$ cat src/rtl/smb_strap_pkg.sv
package smb_strap_pkg;
  localparam int ADDR_W = 7;
  localparam int PFX_W  = 5;
  localparam logic [ADDR_W-1:0] DEF_ADDR = 7'h2E;
  localparam logic [ADDR_W-1:0] ALT_BASE = 7'h2C;
  localparam logic [PFX_W-1:0]  DEV_PFX  = 5'b01011;
  typedef enum logic [1:0] {ST_INIT, ST_ARMED, ST_HELD} sel_state_e;
endpackage

$ cat src/rtl/smb_strap_timeout.sv
module smb_strap_timeout #(
  parameter int TIMEOUT_CYC = 750000
) (
  input  logic clk_i,
  input  logic rst_ni,
  input  logic scl_i,
  input  logic sda_i,
  output logic bus_reset_o
);
  localparam int CNT_W = $clog2(TIMEOUT_CYC + 1);
  localparam logic [CNT_W-1:0] LIMIT = CNT_W'(TIMEOUT_CYC);
  localparam logic [CNT_W-1:0] LAST  = CNT_W'(TIMEOUT_CYC - 1);

  logic [CNT_W-1:0] cnt_q;
  logic             pulse_q;
  logic             low_w;

  assign low_w = ~scl_i | ~sda_i;

  always_ff @(posedge clk_i or negedge rst_ni) begin
    if (!rst_ni) begin
      cnt_q   <= '0;
      pulse_q <= 1'b0;
    end else begin
      if (!low_w)              cnt_q <= '0;
      else if (cnt_q != LIMIT) cnt_q <= cnt_q + 1'b1;
      pulse_q <= low_w && (cnt_q == LAST);
    end
  end

  assign bus_reset_o = pulse_q;

  AST_TO_SINGLE: assert property (@(posedge clk_i) disable iff (!rst_ni)
    bus_reset_o |=> !bus_reset_o);
endmodule

$ cat src/rtl/smb_strap_shift.sv
module smb_strap_shift
  import smb_strap_pkg::*;
(
  input  logic              clk_i,
  input  logic              rst_ni,
  input  logic              start_i,
  input  logic              bit_vld_i,
  input  logic              bit_i,
  input  logic              stop_i,
  input  logic              bus_reset_i,
  output logic              fifth_o,
  output logic              pfx_ok_o,
  output logic              word_vld_o,
  output logic [ADDR_W-1:0] word_o,
  output logic              done_o
);
  localparam int CW = $clog2(ADDR_W + 1);
  localparam logic [CW-1:0] FULL   = CW'(ADDR_W);
  localparam logic [CW-1:0] AT_PFX = CW'(PFX_W - 1);
  localparam logic [CW-1:0] AT_END = CW'(ADDR_W - 1);

  logic [ADDR_W-2:0] shift_q;
  logic [CW-1:0]     cnt_q;
  logic              in_xfer_q;
  logic              take_w;

  assign take_w = in_xfer_q && bit_vld_i && (cnt_q != FULL);

  always_ff @(posedge clk_i or negedge rst_ni) begin
    if (!rst_ni) begin
      shift_q   <= '0;
      cnt_q     <= '0;
      in_xfer_q <= 1'b0;
    end else if (bus_reset_i) begin
      cnt_q     <= '0;
      in_xfer_q <= 1'b0;
    end else if (start_i) begin
      cnt_q     <= '0;
      in_xfer_q <= 1'b1;
    end else if (stop_i) begin
      in_xfer_q <= 1'b0;
    end else if (take_w) begin
      shift_q <= {shift_q[ADDR_W-3:0], bit_i};
      cnt_q   <= cnt_q + 1'b1;
    end
  end

  assign fifth_o    = take_w && (cnt_q == AT_PFX) && !start_i && !stop_i && !bus_reset_i;
  assign pfx_ok_o   = ({shift_q[PFX_W-2:0], bit_i} == DEV_PFX);
  assign word_vld_o = take_w && (cnt_q == AT_END) && !start_i && !stop_i && !bus_reset_i;
  assign word_o     = {shift_q, bit_i};
  assign done_o     = stop_i && in_xfer_q && !bus_reset_i && !start_i;

  AST_ABORT_CLEARS: assert property (@(posedge clk_i) disable iff (!rst_ni)
    bus_reset_i |=> !in_xfer_q);
endmodule

$ cat src/rtl/smb_strap_select.sv
module smb_strap_select
  import smb_strap_pkg::*;
(
  input  logic              clk_i,
  input  logic              rst_ni,
  input  logic              en_strap_i,
  input  logic              sel_strap_i,
  input  logic              fifth_i,
  input  logic              pfx_ok_i,
  input  logic              done_i,
  output logic [ADDR_W-1:0] addr_o,
  output logic              pins_free_o
);
  sel_state_e state_q;
  logic sel_mode_q, alt_q, lsb_q, first_done_q, rev_pend_q;
  logic [ADDR_W-1:0] preview_w;

  always_ff @(posedge clk_i or negedge rst_ni) begin
    if (!rst_ni) begin
      state_q      <= ST_INIT;
      sel_mode_q   <= 1'b0;
      alt_q        <= 1'b0;
      lsb_q        <= 1'b0;
      first_done_q <= 1'b0;
      rev_pend_q   <= 1'b0;
    end else begin
      unique case (state_q)
        ST_INIT: begin
          sel_mode_q <= ~en_strap_i;
          state_q    <= ST_ARMED;
        end
        ST_ARMED: begin
          if (fifth_i && pfx_ok_i) begin
            alt_q   <= sel_mode_q & ~en_strap_i;
            lsb_q   <= sel_strap_i;
            state_q <= ST_HELD;
          end
        end
        ST_HELD: begin
          if (done_i) first_done_q <= 1'b1;
          if (first_done_q && alt_q && en_strap_i) rev_pend_q <= 1'b1;
          if (fifth_i && rev_pend_q) begin
            alt_q      <= 1'b0;
            rev_pend_q <= 1'b0;
          end
        end
        default: state_q <= ST_INIT;
      endcase
    end
  end

  assign preview_w = (sel_mode_q && !en_strap_i) ? {ALT_BASE[ADDR_W-1:1], sel_strap_i} : DEF_ADDR;

  always_comb begin
    unique case (state_q)
      ST_ARMED: addr_o = preview_w;
      ST_HELD:  addr_o = alt_q ? {ALT_BASE[ADDR_W-1:1], lsb_q} : DEF_ADDR;
      default:  addr_o = DEF_ADDR;
    endcase
  end

  assign pins_free_o = first_done_q && !alt_q;

  AST_LATCH_HOLDS: assert property (@(posedge clk_i) disable iff (!rst_ni)
    (state_q == ST_HELD) |=> (state_q == ST_HELD));
  AST_HELD_ADDR_STABLE: assert property (@(posedge clk_i) disable iff (!rst_ni)
    (state_q == ST_HELD && !fifth_i) |=> $stable(addr_o));
  AST_NO_BACK_TO_ALT: assert property (@(posedge clk_i) disable iff (!rst_ni)
    (state_q == ST_HELD && !alt_q) |=> !alt_q);
  AST_FREE_ONLY_DEFAULT: assert property (@(posedge clk_i) disable iff (!rst_ni)
    pins_free_o |-> (addr_o == DEF_ADDR));
endmodule

$ cat src/rtl/smb_strap_addr.sv
module smb_strap_addr
  import smb_strap_pkg::*;
#(
  parameter int TIMEOUT_CYC = 750000
) (
  input  logic              clk_i,
  input  logic              rst_ni,
  input  logic              en_strap_i,
  input  logic              sel_strap_i,
  input  logic              scl_i,
  input  logic              sda_i,
  input  logic              start_i,
  input  logic              bit_vld_i,
  input  logic              bit_i,
  input  logic              stop_i,
  output logic [ADDR_W-1:0] addr_o,
  output logic              addr_match_o,
  output logic              pins_free_o,
  output logic              bus_reset_o
);
  logic fifth_w, pfx_ok_w, word_vld_w, done_w, match_q;
  logic [ADDR_W-1:0] word_w;

  smb_strap_timeout #(.TIMEOUT_CYC(TIMEOUT_CYC)) u_to (
    .clk_i, .rst_ni, .scl_i, .sda_i, .bus_reset_o
  );

  smb_strap_shift u_shift (
    .clk_i, .rst_ni, .start_i, .bit_vld_i, .bit_i, .stop_i,
    .bus_reset_i(bus_reset_o), .fifth_o(fifth_w), .pfx_ok_o(pfx_ok_w),
    .word_vld_o(word_vld_w), .word_o(word_w), .done_o(done_w)
  );

  smb_strap_select u_sel (
    .clk_i, .rst_ni, .en_strap_i, .sel_strap_i,
    .fifth_i(fifth_w), .pfx_ok_i(pfx_ok_w), .done_i(done_w),
    .addr_o, .pins_free_o
  );

  always_ff @(posedge clk_i or negedge rst_ni) begin
    if (!rst_ni)                              match_q <= 1'b0;
    else if (bus_reset_o || start_i || stop_i) match_q <= 1'b0;
    else if (word_vld_w)                      match_q <= (word_w == addr_o);
  end

  assign addr_match_o = match_q;

  AST_MATCH_FROM_WORD: assert property (@(posedge clk_i) disable iff (!rst_ni)
    $rose(addr_match_o) |-> $past(word_vld_w));
  AST_MATCH_CLEARED: assert property (@(posedge clk_i) disable iff (!rst_ni)
    (start_i || stop_i) |=> !addr_match_o);
endmodule

$ cat config.mk
export PLATFORM = sky130hd
export DESIGN_NAME = smb_strap_addr
export DESIGN_NICKNAME = d
export VERILOG_FILES = /design/src/rtl/smb_strap_pkg.sv /design/src/rtl/smb_strap_timeout.sv /design/src/rtl/smb_strap_shift.sv /design/src/rtl/smb_strap_select.sv /design/src/rtl/smb_strap_addr.sv
export SDC_FILE = /design/constraint.sdc
export NUM_CORES = 1
export LEC_CHECK = 0
export BUFFER_PORTS_ARGS = -buffer_cell sky130_fd_sc_hd__buf_2
export CAP_MARGIN = 5
export CELL_PAD_IN_SITES_DETAIL_PLACEMENT = 0
export CELL_PAD_IN_SITES_GLOBAL_PLACEMENT = 1
export CORE_ASPECT_RATIO = 0.5
export CORE_MARGIN = 10
export CORE_UTILIZATION = 45
export CTS_CLUSTER_SIZE = 16
export DETAILED_ROUTE_END_ITERATION = 16
export GPL_ROUTABILITY_DRIVEN = 0
export PLACE_DENSITY_LB_ADDON = 0.1
export SYNTH_ARGS = -nofsm -noshare
export SYNTH_HDL_FRONTEND = slang
export SYNTH_HIERARCHICAL = 1
export SYNTH_SLANG_ARGS = --single-unit
$ cat constraint.sdc
create_clock -name clk_i -period 2.7 [get_ports clk_i]
set_clock_uncertainty 0.2 [all_clocks]
set_input_delay 0.27 -clock clk_i [delete_from_list [all_inputs] [get_ports clk_i]]
set_output_delay 0.27 -clock clk_i [all_outputs]
set_load 0.03 [all_outputs]
; ---- After elaboration in Yosys (flattened, before gate mapping)
; Cells that the tools add are included.
[totals]
ff_bits = 39
word_cells = 97
[op_classes]
eq_ne = 13
bitwise = 9
reduce_logical = 40
n_mux = 21
add_sub_neg = 2
[op_table]
columns = cell, count
row1 = 20-bit two-way mux, 2
row2 = "20-bit by 1-bit adder with 20-bit output, second input constant", 1
row3 = "20-bit equality test, second input constant", 1
row4 = 1-bit logical AND, 20
row5 = "20-bit inequality test, second input constant", 1
row6 = 7-bit case mux with 2 select lines, 1
row7 = 3-bit two-way mux, 4
row8 = 2-bit AND reduction, 5
row9 = 1-bit two-way mux, 9
row10 = 7-bit equality test, 1
row11 = 1-bit inverter, 7
row12 = "3-bit equality test, second input constant", 2
row13 = 2-bit two-way mux, 3
row14 = 2-bit case mux with 3 select lines, 1
row15 = 2-bit nonzero test, 3
row16 = 3-bit nonzero test, 2
row17 = "5-bit by 4-bit equality test with 1-bit output, second input constant", 1
row18 = 1-bit logical NOT, 5
row19 = "2-bit by 1-bit inequality test with 1-bit output, second input constant", 2
row20 = 4-bit AND reduction, 1
row21 = "3-bit by 1-bit adder with 3-bit output, second input constant", 1
row22 = "3-bit by 2-bit inequality test with 1-bit output, second input constant", 1
row23 = "3-bit inequality test, second input constant", 1
row24 = 3-bit AND reduction, 1
row25 = other kinds (8), 9

; ---- Depth between registers and ports, before layout
; Gate-level depths: netlist of the first run.
[depth]
depth_word = 9
mapped_depth = 9

; ---- Modules after synthesis
; The synthesis of the first run kept the hierarchy.
[by_module_without_submodules]
columns = mod, instances, area_each_um2, cells_each
row1 = smb_strap_timeout, 1, 1098.6, 116
row2 = smb_strap_shift, 1, 531.8, 42
row3 = smb_strap_select, 1, 461.7, 46
row4 = smb_strap_addr, 1, 132.6, 13

; ---- Worst setup path before layout of the first run
; No wires, ideal clock.
[synth_path]
path_kind = reg2reg
from = register u_sel.state_q[0]
to = register match_q (netlist: addr_match_o)
stages_incl_launch_ff = 10
setup_slack_ns = 0.145
arrival_ns = 2.260
n_path_buf = 1
period_less_slack_ns = 2.555
required_ns = 2.405
path_cell_list = dfrtp_1 > inv_1 > ha_1 > buf_2 > nand3_1 > a21boi_0 > xnor2_1 > nand4_1 > o22ai_1 > nor4b_4
[synth_between]
elab_chain_cells = 5
[synth_lines]
columns = element, line
row1 = start: declaration, smb_strap_select.sv:14  ; sel_state_e state_q;
row2 = start signal: assignment, smb_strap_select.sv:20  ; state_q <= ST_INIT;
row3 = start signal: assignment, smb_strap_select.sv:30  ; state_q <= ST_ARMED;
row4 = start signal: assignment, smb_strap_select.sv:36  ; state_q <= ST_HELD;
row5 = 2-bit equality test / 2-bit by 1-bit equality test with 1-bit output (equally long branches), smb_strap_select.sv:55  ; unique case (state_q)
row6 = 7-bit case mux with 2 select lines (*), smb_strap_select.sv:55
row7 = net addr_o[0], smb_strap_addr.sv:16  ; output logic [ADDR_W-1:0] addr_o,
row8 = 7-bit equality test (*), smb_strap_addr.sv:43  ; else if (word_vld_w) match_q <= (word_w == addr_o);
row9 = 1-bit two-way mux (*), smb_strap_addr.sv:43
row10 = 1-bit two-way mux (*), smb_strap_addr.sv:42  ; else if (bus_reset_o || start_i || stop_i) match_q <= 1'b0;
row11 = end signal: assignment, smb_strap_addr.sv:43
row12 = end: declaration, smb_strap_addr.sv:21  ; logic fifth_w, pfx_ok_w, word_vld_w, done_w, match_q;
; Mark *: on every way through the listed nets, which the timed path passes. The rest lies on a longest branch. The select of a mux whose other input is x is not followed.
; A chain may end at the register's enable or synchronous reset.

; ---- Final worst setup path of the first run
[layout_path]
from = register u_shift.cnt_q[0]
to = register u_sel.state_q[1]
[layout_between]
elab_chain_cells = 9
[layout_lines]
columns = element, line
row1 = start: declaration, smb_strap_shift.sv:23  ; logic [CW-1:0] cnt_q;
row2 = start signal: assignment, smb_strap_shift.sv:44  ; cnt_q <= cnt_q + 1'b1;
row3 = 3-bit inequality test, smb_strap_shift.sv:27  ; assign take_w = in_xfer_q && bit_vld_i && (cnt_q != FULL);
row4 = 1-bit logical AND, smb_strap_shift.sv:27
row5 = 1-bit logical AND (*) (4 in series), smb_strap_shift.sv:48  ; assign fifth_o = take_w && (cnt_q == AT_PFX) && !start_i && !stop_i && !bus_reset_i;
row6 = net fifth_w, smb_strap_addr.sv:21
row7 = 1-bit logical AND (*), smb_strap_select.sv:33  ; if (fifth_i && pfx_ok_i) begin
row8 = 2-bit by 1-bit inequality test with 1-bit output (no source line) (*), -
row9 = 2-bit AND reduction (no source line) (*), -
row10 = end signal: assignment, smb_strap_select.sv:30
row11 = end signal: assignment, smb_strap_select.sv:36
row12 = end signal: assignment, smb_strap_select.sv:47  ; default: state_q <= ST_INIT;
; Mark *: on every way through the listed nets, which the timed path passes. The rest lies on a longest branch.

==> impl_results.md, run 1 <==
- Status: finished clean
- Hold path start: sel_strap_i
- IO Count: 20
- Sequential-to-total area share from yosys stat: 43.87%
- Pwr dens: 702.1 mW/mm2
- Max-slew violation count: 0
- Synth Instances: 217
- CTS buffer count: 5
- Post-CTS sizing: 0
- Syn avg cell area: 10.25 um2
- Peak supply drop: 303.8 uV
- Starting Density: 48.65%
- Setup bufs post-CTS: 0
- Setup CP Type: reg2reg
- Via count: 1592
- Final TNS setup: 0 ps
- Root Buffer: clkbuf_8
- CP arrival: 2480 ps
- Largest area contributor in the netlist: dfrtp_1
- Global-route usage over all layers: 10.84%
- Antenna Cells: 0
- Yosys Warn Count: 6
- Fin. Hold Viols: 0
- Fin crit share: 92.83%
- H-tree lvl count: 2
- Die Wd: 119.4 um
- Most frequent cells after synthesis: dfrtp_1, inv_1, xnor2_1
- Die height: 69.72 um
- Async SR Flop Fraction: 100.0%
- Setup crit end kind: register
- Sink Count: 39
- Layout cells sized above 1: 19.49%
- Max FO, Critical Path: 4
- Row count: 17
- Vias in the first global route: 1611
- GR Overflow Total: 0
- Worst Setup SP: u_shift/cnt_q[0]
- Leak: 1.087 nW
- Post-detail-place hpwl: 3.152 mm
- Post-synth design cell area: 0.002225 mm2
- PortBufs: 14
- Antenna violations before repair: 0
- Fin crit period: 2506 ps
- Max Fclk: 399.0 MHz
- Count leader, synth: dfrtp_1
- 1st-iter DRT viols: 120
- Core ar.: 0.004573 mm2
- TritonRoute pass-1 iters: 4
- Die ar.: 0.008326 mm2
- Layout area overhead: 11.75%
- Worst min path class: in2reg
- Routed Antenna Nets: 0
- DRC viols: 0
- Setup WS post-layout: 193.7 ps
- Crit path capture: u_sel/state_q[1]
- Setup crit start kind: register
- Largest cells by area after synthesis: dfrtp_1, ha_1, xnor2_1
- Detailed Route WL: 4.303 mm
- Final setup vio count: 0
- Dominant synthesized flop cell: dfrtp_1
- Worst skew pair latency: 290 ps
- Hold buffers post-CTS: 3
- Distinct cell type count after synthesis: 52
- Worst Max-Slew Pin Slew: 875.1 ps
- Slew HR: 41.66%
- Number of flops mapped to enable cells by yosys: 0
- Global-route wire length before repair: 7.590 mm
- Required time at the worst-slack endpoint: 2680 ps
- R2R Setup Slk: 190 ps
- Post-synth top area share: 43.87%
- RSZ-0062 raised after global routing: no
- Wire per inst: 14.25 um
- Worst r2r src: u_shift/cnt_q[0]
- CTS tree: done
- #FFs+latches synth: 39
- Cells on worst reg2reg path: 8
- Clock slew at reported path FFs: 80 ps
- Clock tree buffer depth: 2
- Max_cap viols: 0
- Worst Setup Slack post-DPL: 193.1 ps
- Worst r2r dst: u_sel/state_q[1]
- Layout net count: 256
- Via density: 5.272
- Largest net degree at the start of global routing: 40
## cell type report
class | count | area, um2
clock buffer | 6 | 82.58
clock inverter | 2 | 35.03
fill | 402 | 2087
inverter | 16 | 60.06
multi-input combinational | 152 | 1120
sequential | 39 | 975.9
tap | 66 | 82.58
timing repair buffer | 21 | 130.1
## power by group
part           switching [mW]  total [mW]  internal, mW
Sequential             0.0903       0.762         0.671
Clock                   0.204       0.504         0.299
Combinational           0.251       0.480         0.229
## sequential cells by signal, summed over array words and instances, names as in the netlist
register and flops:
u_to/cnt_q 20, u_sel/lsb_q 1, u_sel/rev_pend_q 1, u_to/bus_reset_o 1, u_sel/alt_q 1, u_sel/first_done_q 1
u_shift/in_xfer_q 1, addr_match_o 1, u_shift/shift_q 6, u_shift/cnt_q 3, u_sel/sel_mode_q 1, u_sel/state_q 2
## worst min path at each step
stage / end / slack, ps / cells past startpoint
final: u_sel/lsb_q / 30 / 2
after global routing: u_sel/lsb_q / 20 / 2
after CTS: u_sel/lsb_q / 20 / 2
after detailed placement: u_shift/shift_q[2] / 250 / 1
after global placement: u_shift/shift_q[3] / 240 / 1
after floorplan: addr_match_o / -230 / 0
## cell families (layout without fill, tap and decap cells)
kind of cell	Yosys count	in the layout	synth area share, %
compound gates	32	32	9.113
xor+xnor	16	16	6.299
fa+ha+maj	11	11	6.187
buf+inv	29	45	6.299
flops	39	39	43.87
mux	12	12	6.749
other cells	2	5	0.3376
simple gates	76	76	21.15
## placed cells by master (no fill, tap or decap), drive strengths merged, types with 2 or more instances in the layout
master / n
nand4: 5
or4: 6
o21ai: 8
xnor2: 15
nand2: 7
o31ai: 3
and2: 2
or3: 7
ha: 11
mux2i: 3
nand3: 13
dfrtp: 39
buf: 18
and3: 3
nor4: 2
conb: 5
or4b: 2
mux2: 9
nor2: 12
a21oi: 12
dlygate4sd3: 3
nor3: 8
inv: 16
clkbuf: 6
nor2b: 3
## metal layers
layer | vias to the layer above | wire length, um | global-route usage (%)
li1 | 787 | - | -
met1 | 767 | 2086 | 14.05
met2 | 33 | 1913 | 16.13
met3 | 5 | 271 | 4.130
met4 | 0 | 31 | 3.553
met5 | - | 0 | 0
## per-stage QoR
step | power, mW | util (%) | hold slack, ps | instance area, um2 | instances
final | 1.745 | 54.36 | 29.51 | 2486 | 302
after global routing | 1.869 | 54.36 | 22.56 | 2486 | 302
after CTS | 1.775 | 54.36 | 15.15 | 2486 | 302
after detailed placement | 1.255 | 51.14 | 248.6 | 2338 | 291
after global placement | 1.241 | 51.14 | 242.9 | 2338 | 291
after floorplan | 1.137 | - | -225.6 | 2236 | 220
## worst max-delay path, stage by stage (launching register included)
cell and delay, ps:
dfrtp_1 410, ha_1 200, ha_1 180, nor4bb_1 320, and2_2 230, and3_1 240
nand2_2 90, a21oi_2 170, mux2_2 350
Power figures use the tool's default switching activity.
==> run 2: changes to the inputs <==
CELL_PAD_IN_SITES_DETAIL_PLACEMENT = default   (was 0)
CELL_PAD_IN_SITES_GLOBAL_PLACEMENT = default   (was 1)
PLACE_DENSITY = 0.66   (was default)
PLACE_DENSITY_LB_ADDON = default   (was 0.1)
clock period = 2.25 ns   (was 2.7 ns; I/O delays follow)
==> impl_results.md, run 2 (synthesis gave the netlist of run 1 again) <==
- Starting Density: 48.65% (unchanged)
- RSZ-0062 raised after global routing: yes (was no)
- Leak: 1.193 nW (was 1.087 nW)
- Number of flip-flops in the largest register: 20 (unchanged)
- Vias in the first global route: 1730 (was 1611)
- Cells on worst reg2reg path: 8 (unchanged)
- Worst r2r src: u_shift/cnt_q[1] (was u_shift/cnt_q[0])
- Post-detail-place hpwl: 3.225 mm (was 3.152 mm)
- Peak supply drop: 357.5 uV (was 303.8 uV)
- Wire per inst: 13.77 um (was 14.25 um)
- Global-route wire length before repair: 7.852 mm (was 7.590 mm)
- Pwr dens: 772.0 mW/mm2 (was 702.1 mW/mm2)
- Antenna violations before repair: 0 (unchanged)
- CP peak stage delay: 380 ps (was 410 ps)
- Via density: 5.193 (was 5.272)
- Power Total: 2.080 mW (was 1.745 mW)
- WHS Path Cells: 2 (unchanged)
- Hold Path End: u_shift/shift_q[0] (was u_sel/lsb_q)
- Clock tree buffer depth: 2 (unchanged)
- Fin crit share: 99.83% (was 92.83%)
- Die Wd: 119.4 um (unchanged)
- Fin area: 0.002694 mm2 (was 0.002486 mm2)
- Largest net degree at the start of global routing: 40 (unchanged)
- Sink Count: 39 (unchanged)
- Fin crit period: 2246 ps (was 2506 ps)
- CP arrival: 2220 ps (was 2480 ps)
- CP Cell Sequence: ha_2 -> ha_4 -> nor4bb_4 -> and2_4 -> and3_4 -> nand2_4 -> a21oi_4 -> mux2_4 (was ha_1 -> ha_1 -> nor4bb_1 -> and2_2 -> and3_1 -> nand2_2 -> a21oi_2 -> mux2_2)
- Required time at the worst-slack endpoint: 2230 ps (was 2680 ps)
- Setup CP Type: reg2reg (unchanged)
- Commonest non-fill, non-tap cells in the layout: dfrtp_1, buf_4, inv_1, xnor2_1, buf_2 (was dfrtp_1, inv_1, xnor2_1, buf_2)
- DRC viols: 0 (unchanged)
- GR Overflow Total: 0 (unchanged)
- Detailed Route WL: 4.421 mm (was 4.303 mm)
- Placed Instance Area: 0.002455 mm2 (was 0.002338 mm2)
- Max Fclk: 445.2 MHz (was 399.0 MHz)
- Layout cells sized above 1: 28.63% (was 19.49%)
- Status: finished clean (unchanged)
- TritonRoute pass-1 iters: 4 (unchanged)
- R2R Setup Slk: 4 ps (was 190 ps)
- Biggest regs: u_to/cnt_q x20, u_shift/shift_q x6, u_shift/cnt_q x3 (unchanged)
- Layout area overhead: 21.09% (was 11.75%)
- Commonest non-fill, non-tap cell in the layout: dfrtp_1 (unchanged)
- Root Buffer: clkbuf_8 (unchanged)
- Hold path start: bit_i (was sel_strap_i)
- CTS buffer count: 5 (unchanged)
- Global-route usage over all layers: 11.03% (was 10.84%)
- Row count: 17 (unchanged)
- CTS tree: done (unchanged)
- Worst skew pair latency: 290 ps (about the same)
- Via count: 1667 (was 1592)
- Max-slew violation count: 0 (unchanged)
- Worst r2r dst: u_sel/state_q[0] (was u_sel/state_q[1])
- Fin. Hold Viols: 0 (unchanged)
- Setup crit start kind: register (unchanged)
- H-tree lvl count: 2 (unchanged)
- IO Count: 20 (unchanged)
- Antenna Cells: 0 (unchanged)
- Die height: 69.72 um (unchanged)
- Critical path's slowest cell: dfrtp_1 (unchanged)
- Worst Max-Slew Pin Slew: 869.7 ps (was 875.1 ps)
- Top reg by flops: u_to/cnt_q (unchanged)
- Die ar.: 0.008326 mm2 (unchanged)
- Clock slew at reported path FFs: 70 ps (was 80 ps)
- Max FO, Critical Path: 2 (was 4)
- Core ar.: 0.004573 mm2 (unchanged)
- Routed Antenna Nets: 0 (unchanged)
- Max_cap viols: 0 (unchanged)
- Slew HR: 42.02% (was 41.66%)
- 1st-iter DRT viols: 109 (was 120)
- Final setup vio count: 0 (unchanged)
- Setup crit end kind: register (unchanged)
- Layout net count: 276 (was 256)
- Worst min path class: in2reg (unchanged)
- PortBufs: 14 (unchanged)
-- run 2: cell count changes in the layout (fill, tap and decap cells not counted), moves of 2 or more --
| cell | change |
|---|---|
| mux2_4 | +2 |
| buf_4 | +18 |
| ha_1 | -4 |
| mux2_2 | -2 |
| ha_2 | +3 |
| and3_1 | -2 |
| dlygate4sd3_1 | +2 |
| and3_4 | +2 |
-- run 2: stage by stage --
| step | worst slack [ps] | std cells | hold slack [ps] | utilization (%) | TNS (ps) |
|---|---|---|---|---|---|
| 2_1_floorplan | -98.57 | 220 | -270.6 | - | -275.1 |
| 3_3_place_gp | -51.75 | 304 | 183.5 | 53.68 | -103.4 |
| 3_5_place_dp | -73.31 | 304 | 193.1 | 53.68 | -145.9 |
| 4_1_cts | 7.760 | 318 | 1.223 | 57.54 | 0 |
| 5_1_grt | -72.15 | 321 | 7.483 | 58.91 | -256.0 |
| 6_report | 3.724 | 321 | 23.09 | 58.91 | 0 |
-- run 2: area by class of cell --
cell class	instances	area (um2)
Fill cell	376	1879
Multi-Input combinational cell	152	1200
Sequential cell	39	975.9
Timing Repair Buffer	41	287.8
Clock buffer	6	82.58
Tap cell	66	82.58
Inverter	16	60.06
Clock inverter	1	5.005
-- run 2: layer usage --
metal	vias to the layer above	share of wire (%)	track usage (%)	wire length, um
met5	-	0	0	0
met4	0	1.4	3.947	61
met2	23	47	17.76	2081
met1	805	48	13.63	2106
met3	6	3.9	3.320	172
li1	833	-	-	-
-- run 2: power by group --
group | internal [mW] | switching [mW]
Combinational | 0.349 | 0.342
Sequential | 0.806 | 0.111
Clock | 0.240 | 0.231
-- run 2: repair_timing --
action	in CTS	in global routing
hold endpoints to repair	42	1
pin swaps	2	5
setup endpoints to repair	3	13
setup buffers	3	2
cloned	0	0
resized for setup	4	8
hold buffers	4	1
-- run 2: worst max path at each step --
stage / startpoint / endpoint / slack, ps / depth (start not counted)
final: u_shift/cnt_q[1] / u_sel/state_q[0] / 4 / 8
after global routing: u_shift/cnt_q[1] / u_sel/state_q[1] / -70 / 8
after CTS: u_shift/cnt_q[1] / u_sel/state_q[1] / 8 / 8
after detailed placement: u_shift/cnt_q[1] / u_sel/state_q[1] / -70 / 8
after global placement: u_shift/cnt_q[1] / u_sel/state_q[1] / -50 / 8
after floorplan: u_shift/cnt_q[1] / u_sel/state_q[0] / -100 / 9
-- run 2: worst max-delay path: cells and delay by family (launching register included) --
family	cells	cell delay, ps
and+or+nand+nor	4	710
muxes	1	310
adders and majority gates	2	360
AOI/OAI and AO/OA	1	180
DFF	1	380
==> run 3: changes to the inputs <==
ABC_AREA = 1   (was default)
PLACE_DENSITY = 0.65   (was 0.66)
==> impl_results.md, run 3 <==
- Fin crit share: 92.54% (was 99.83%)
- Peak supply drop: 482.9 uV (was 357.5 uV)
- Clk network pwr share: 31.9% (was 22.7%)
- PortBufs: 14 (unchanged)
- Starting Density: 46.64% (was 48.65%)
- #FFs+latches synth: 39 (unchanged)
- Layout area overhead: 11.82% (was 21.09%)
- Placed Instance Area: 0.002695 mm2 (was 0.002455 mm2)
- Non-Filler Instances: 457 (was 321)
- Final TNS setup: 0 ps (unchanged)
- Setup bufs post-CTS: 0 (was 3)
- Via count: 2256 (was 1667)
- Setup crit start kind: register (unchanged)
- Antenna Cells: 0 (unchanged)
- Gate power share: 27.3% (was 33.2%)
- Post-synth top area share: 38.10% (was 43.87%)
- CTS tree: done (unchanged)
- Final setup vio count: 0 (unchanged)
- Row count: 19 (was 17)
- Max FO, Critical Path: 10 (was 2)
- Global-route wire length before repair: 9.459 mm (was 7.852 mm)
- Setup crit end kind: register (unchanged)
- Fin area: 0.002864 mm2 (was 0.002694 mm2)
- Via density: 4.937 (was 5.193)
- Fin util: 52.15% (was 58.91%)
- Seq. cell area: 975.9 um2 (unchanged)
- Pwr dens: 759.2 mW/mm2 (was 772.0 mW/mm2)
- Most frequent cells after synthesis: nand2_1, nor2_1, inv_1 (was dfrtp_1, inv_1, xnor2_1)
- Detailed Route WL: 5.406 mm (was 4.421 mm)
- Setup WS post-layout: 167.8 ps (was 3.724 ps)
- GR Overflow Total: 0 (unchanged)
- P_int: 1.403 mW (was 1.395 mW)
- CP peak stage delay: 410 ps (was 380 ps)
- Worst Max-Slew Pin Slew: 554.8 ps (was 869.7 ps)
- Net Sw Power: 0.7715 mW (was 0.6842 mW)
- Die height: 73.35 um (was 69.72 um)
- Antenna violations before repair: 0 (unchanged)
- Largest area contributor in the netlist: dfrtp_1 (unchanged)
- Core ar.: 0.005492 mm2 (was 0.004573 mm2)
- Placed insts: 447 (was 304)
- Clock tree buffer depth: 2 (unchanged)
- CP Cell Sequence: ha_1 -> ha_1 -> inv_1 -> nand2_2 -> nor2_8 -> nand3_2 -> nor2_2 -> nand2_1 -> nand2_2 -> nand2_1 -> nand2_1 -> nand2_1 (was ha_2 -> ha_4 -> nor4bb_4 -> and2_4 -> and3_4 -> nand2_4 -> a21oi_4 -> mux2_4)
- Number of flops mapped to enable cells by yosys: 0 (unchanged)
- Layout net count: 404 (was 276)
- H-tree lvl count: 2 (unchanged)
- Sequential-to-total area share from yosys stat: 38.10% (was 43.87%)
- Area occupied by multi-input gates: 0.001348 mm2 (was 0.001200 mm2)
- 1st-iter DRT viols: 151 (was 109)
- Worst Setup Slack post-DPL: 157.1 ps (was -73.31 ps)
- Syn avg cell area: 7.075 um2 (was 10.25 um2)
- Max-slew violation count: 0 (unchanged)
- Max Fclk: 480.3 MHz (was 445.2 MHz)
- Routed Antenna Nets: 0 (unchanged)
- Post-detail-place hpwl: 4.158 mm (was 3.225 mm)
- Clock slew at reported path FFs: 60 ps (was 70 ps)
- Sink Count: 39 (unchanged)
- Fin. Hold Viols: 0 (unchanged)
- Setup CP Type: reg2reg (unchanged)
- Layout cells sized above 1: 13.54% (was 28.63%)
- Max_cap viols: 0 (unchanged)
- Post-synth design cell area: 0.002561 mm2 (was 0.002225 mm2)
- Commonest non-fill, non-tap cell in the layout: nand2_1 (was dfrtp_1)
- Synth Instances: 362 (was 217)
- Slew HR: 62.93% (was 42.02%)
- Distinct cell type count after synthesis: 31 (was 52)
- Biggest regs: u_to/cnt_q x20, u_shift/shift_q x6, u_shift/cnt_q x3 (unchanged)
- Async SR Flop Fraction: 100.0% (unchanged)
- Status: finished clean (unchanged)
- CTS buffer count: 5 (unchanged)
- Top reg by flops: u_to/cnt_q (unchanged)
- Global-route usage over all layers: 12.36% (was 11.03%)
- Yosys Warn Count: 6 (unchanged)
- DRC viols: 0 (unchanged)
- Critical path's slowest cell: dfrtp_1 (unchanged)
- Die ar.: 0.009292 mm2 (was 0.008326 mm2)
- Die Wd: 126.7 um (was 119.4 um)
- Largest net degree at the start of global routing: 18 (was 40)
- Root Buffer: clkbuf_16 (was clkbuf_8)
- Count leader, synth: nand2_1 (was dfrtp_1)
- Net Sw Frac: 35.48% (was 32.90%)
- FILL cells: 518 (was 376)
- Worst skew pair latency: 280 ps (was 290 ps)
- Largest cells by area after synthesis: dfrtp_1, nand2_1, nor2_1 (was dfrtp_1, ha_1, xnor2_1)
- Commonest non-fill, non-tap cells in the layout: nand2_1, nor2_1, inv_1, dfrtp_1, nand3_1 (was dfrtp_1, buf_4, inv_1, xnor2_1, buf_2)
- Fin crit period: 2082 ps (was 2246 ps)
- Worst min path class: in2reg (unchanged)
- Leak: 1.456 nW (was 1.193 nW)
- CP arrival: 2050 ps (was 2220 ps)
- Required time at the worst-slack endpoint: 2220 ps (was 2230 ps)
- Dominant synthesized flop cell: dfrtp_1 (unchanged)
- Vias in the first global route: 2191 (was 1730)
- Most used cell along the critical path: nand2_1
- Number of flip-flops in the largest register: 20 (unchanged)
- Sequential share of power: 40.7% (was 44.1%)
- IO Count: 20 (unchanged)
- Wire per inst: 11.83 um (was 13.77 um)
- TritonRoute pass-1 iters: 5 (was 4)
- RSZ-0062 raised after global routing: no (was yes)
run 3: cell types whose count changed in the layout (fill, tap and decap cells not counted), moves of 5 or more:
cell and change:
xnor2_1 -14, or4_1 -5, clkbuf_16 +5, inv_1 +33, nor3_1 -5, or3_1 -6, nand2_1 +98, nor2_1 +45
clkbuf_8 -6, nand2_2 +9, buf_4 -19, mux2_4 -7, nand3_1 +20
run 3: worst max-delay path: cells and delay by family (launching register included):
kind	cells	cell delay, ps
simple gates	9	910
fa+ha+maj	2	390
flops	1	410
buf+inv	1	70
run 3: power groups by stage:
stage | Clock [mW] | Sequential, mW | Combinational (mW)
after floorplan | 0 | 0.873 | 0.459
after global placement | 0 | 0.892 | 0.561
after detailed placement | 0 | 0.896 | 0.581
after CTS | 0.716 | 0.884 | 0.586
after global routing | 0.746 | 0.903 | 0.679
final | 0.695 | 0.885 | 0.594
run 3: repair_timing:
item,in CTS,in global routing
hold endpoints to repair,24,0
hold buffers,2,0
gates resized for setup,0,3
endpoints found under the setup margin,0,3
run 3: per-stage QoR:
step                power, mW  hold slack, ps
CTS                     2.186           25.38
finish                  2.174           25.01
detailed placement      1.477          -48.32
global route            2.327           35.99
global placement        1.452          -57.51
floorplan               1.332          -270.6
run 3: cells by family after synthesis:
group	after synthesis	synth area share [%]
xor+xnor	4	1.368
other cells	2	0.2932
fa+ha+maj	11	5.374
compound gates	24	5.520
flops	39	38.10
simple gates	222	39.33
buf+inv	60	10.01
run 3: path summary, 6_finish.rpt:
check / startpoint / to / slack (ps) / cells after the start
setup reg to reg: u_shift/cnt_q[1] / u_sel/state_q[0] / 170 / 12
setup / recovery: u_shift/cnt_q[1] / u_sel/state_q[0] / 170 / 12
max in group asynchronous: rst_ni / u_sel/first_done_q / 1140 / 3
min in group asynchronous: rst_ni / u_to/cnt_q[2] / 180 / 2
hold / removal: start_i / u_shift/in_xfer_q / 30 / 3
hold reg to reg: u_sel/first_done_q / u_sel/first_done_q / 290 / 2
run 3: metal layers:
layer	part of all wire, %	global-route usage, %	vias to the layer above
met2	46	20.90	36
met1	48	14.33	1055
met5	0	0	-
met4	1.4	5.144	0
li1	-	-	1159
met3	5.0	4.020	6
run 3: layout make-up:
cell class / instances / share of cell area (%)
clock inverter: 2 / 0.4369
timing repair buffer: 19 / 3.932
clock buffer: 6 / 4.500
tap: 73 / 3.189
multi-input combinational: 266 / 47.05
inverter: 52 / 6.815
sequential: 39 / 34.08
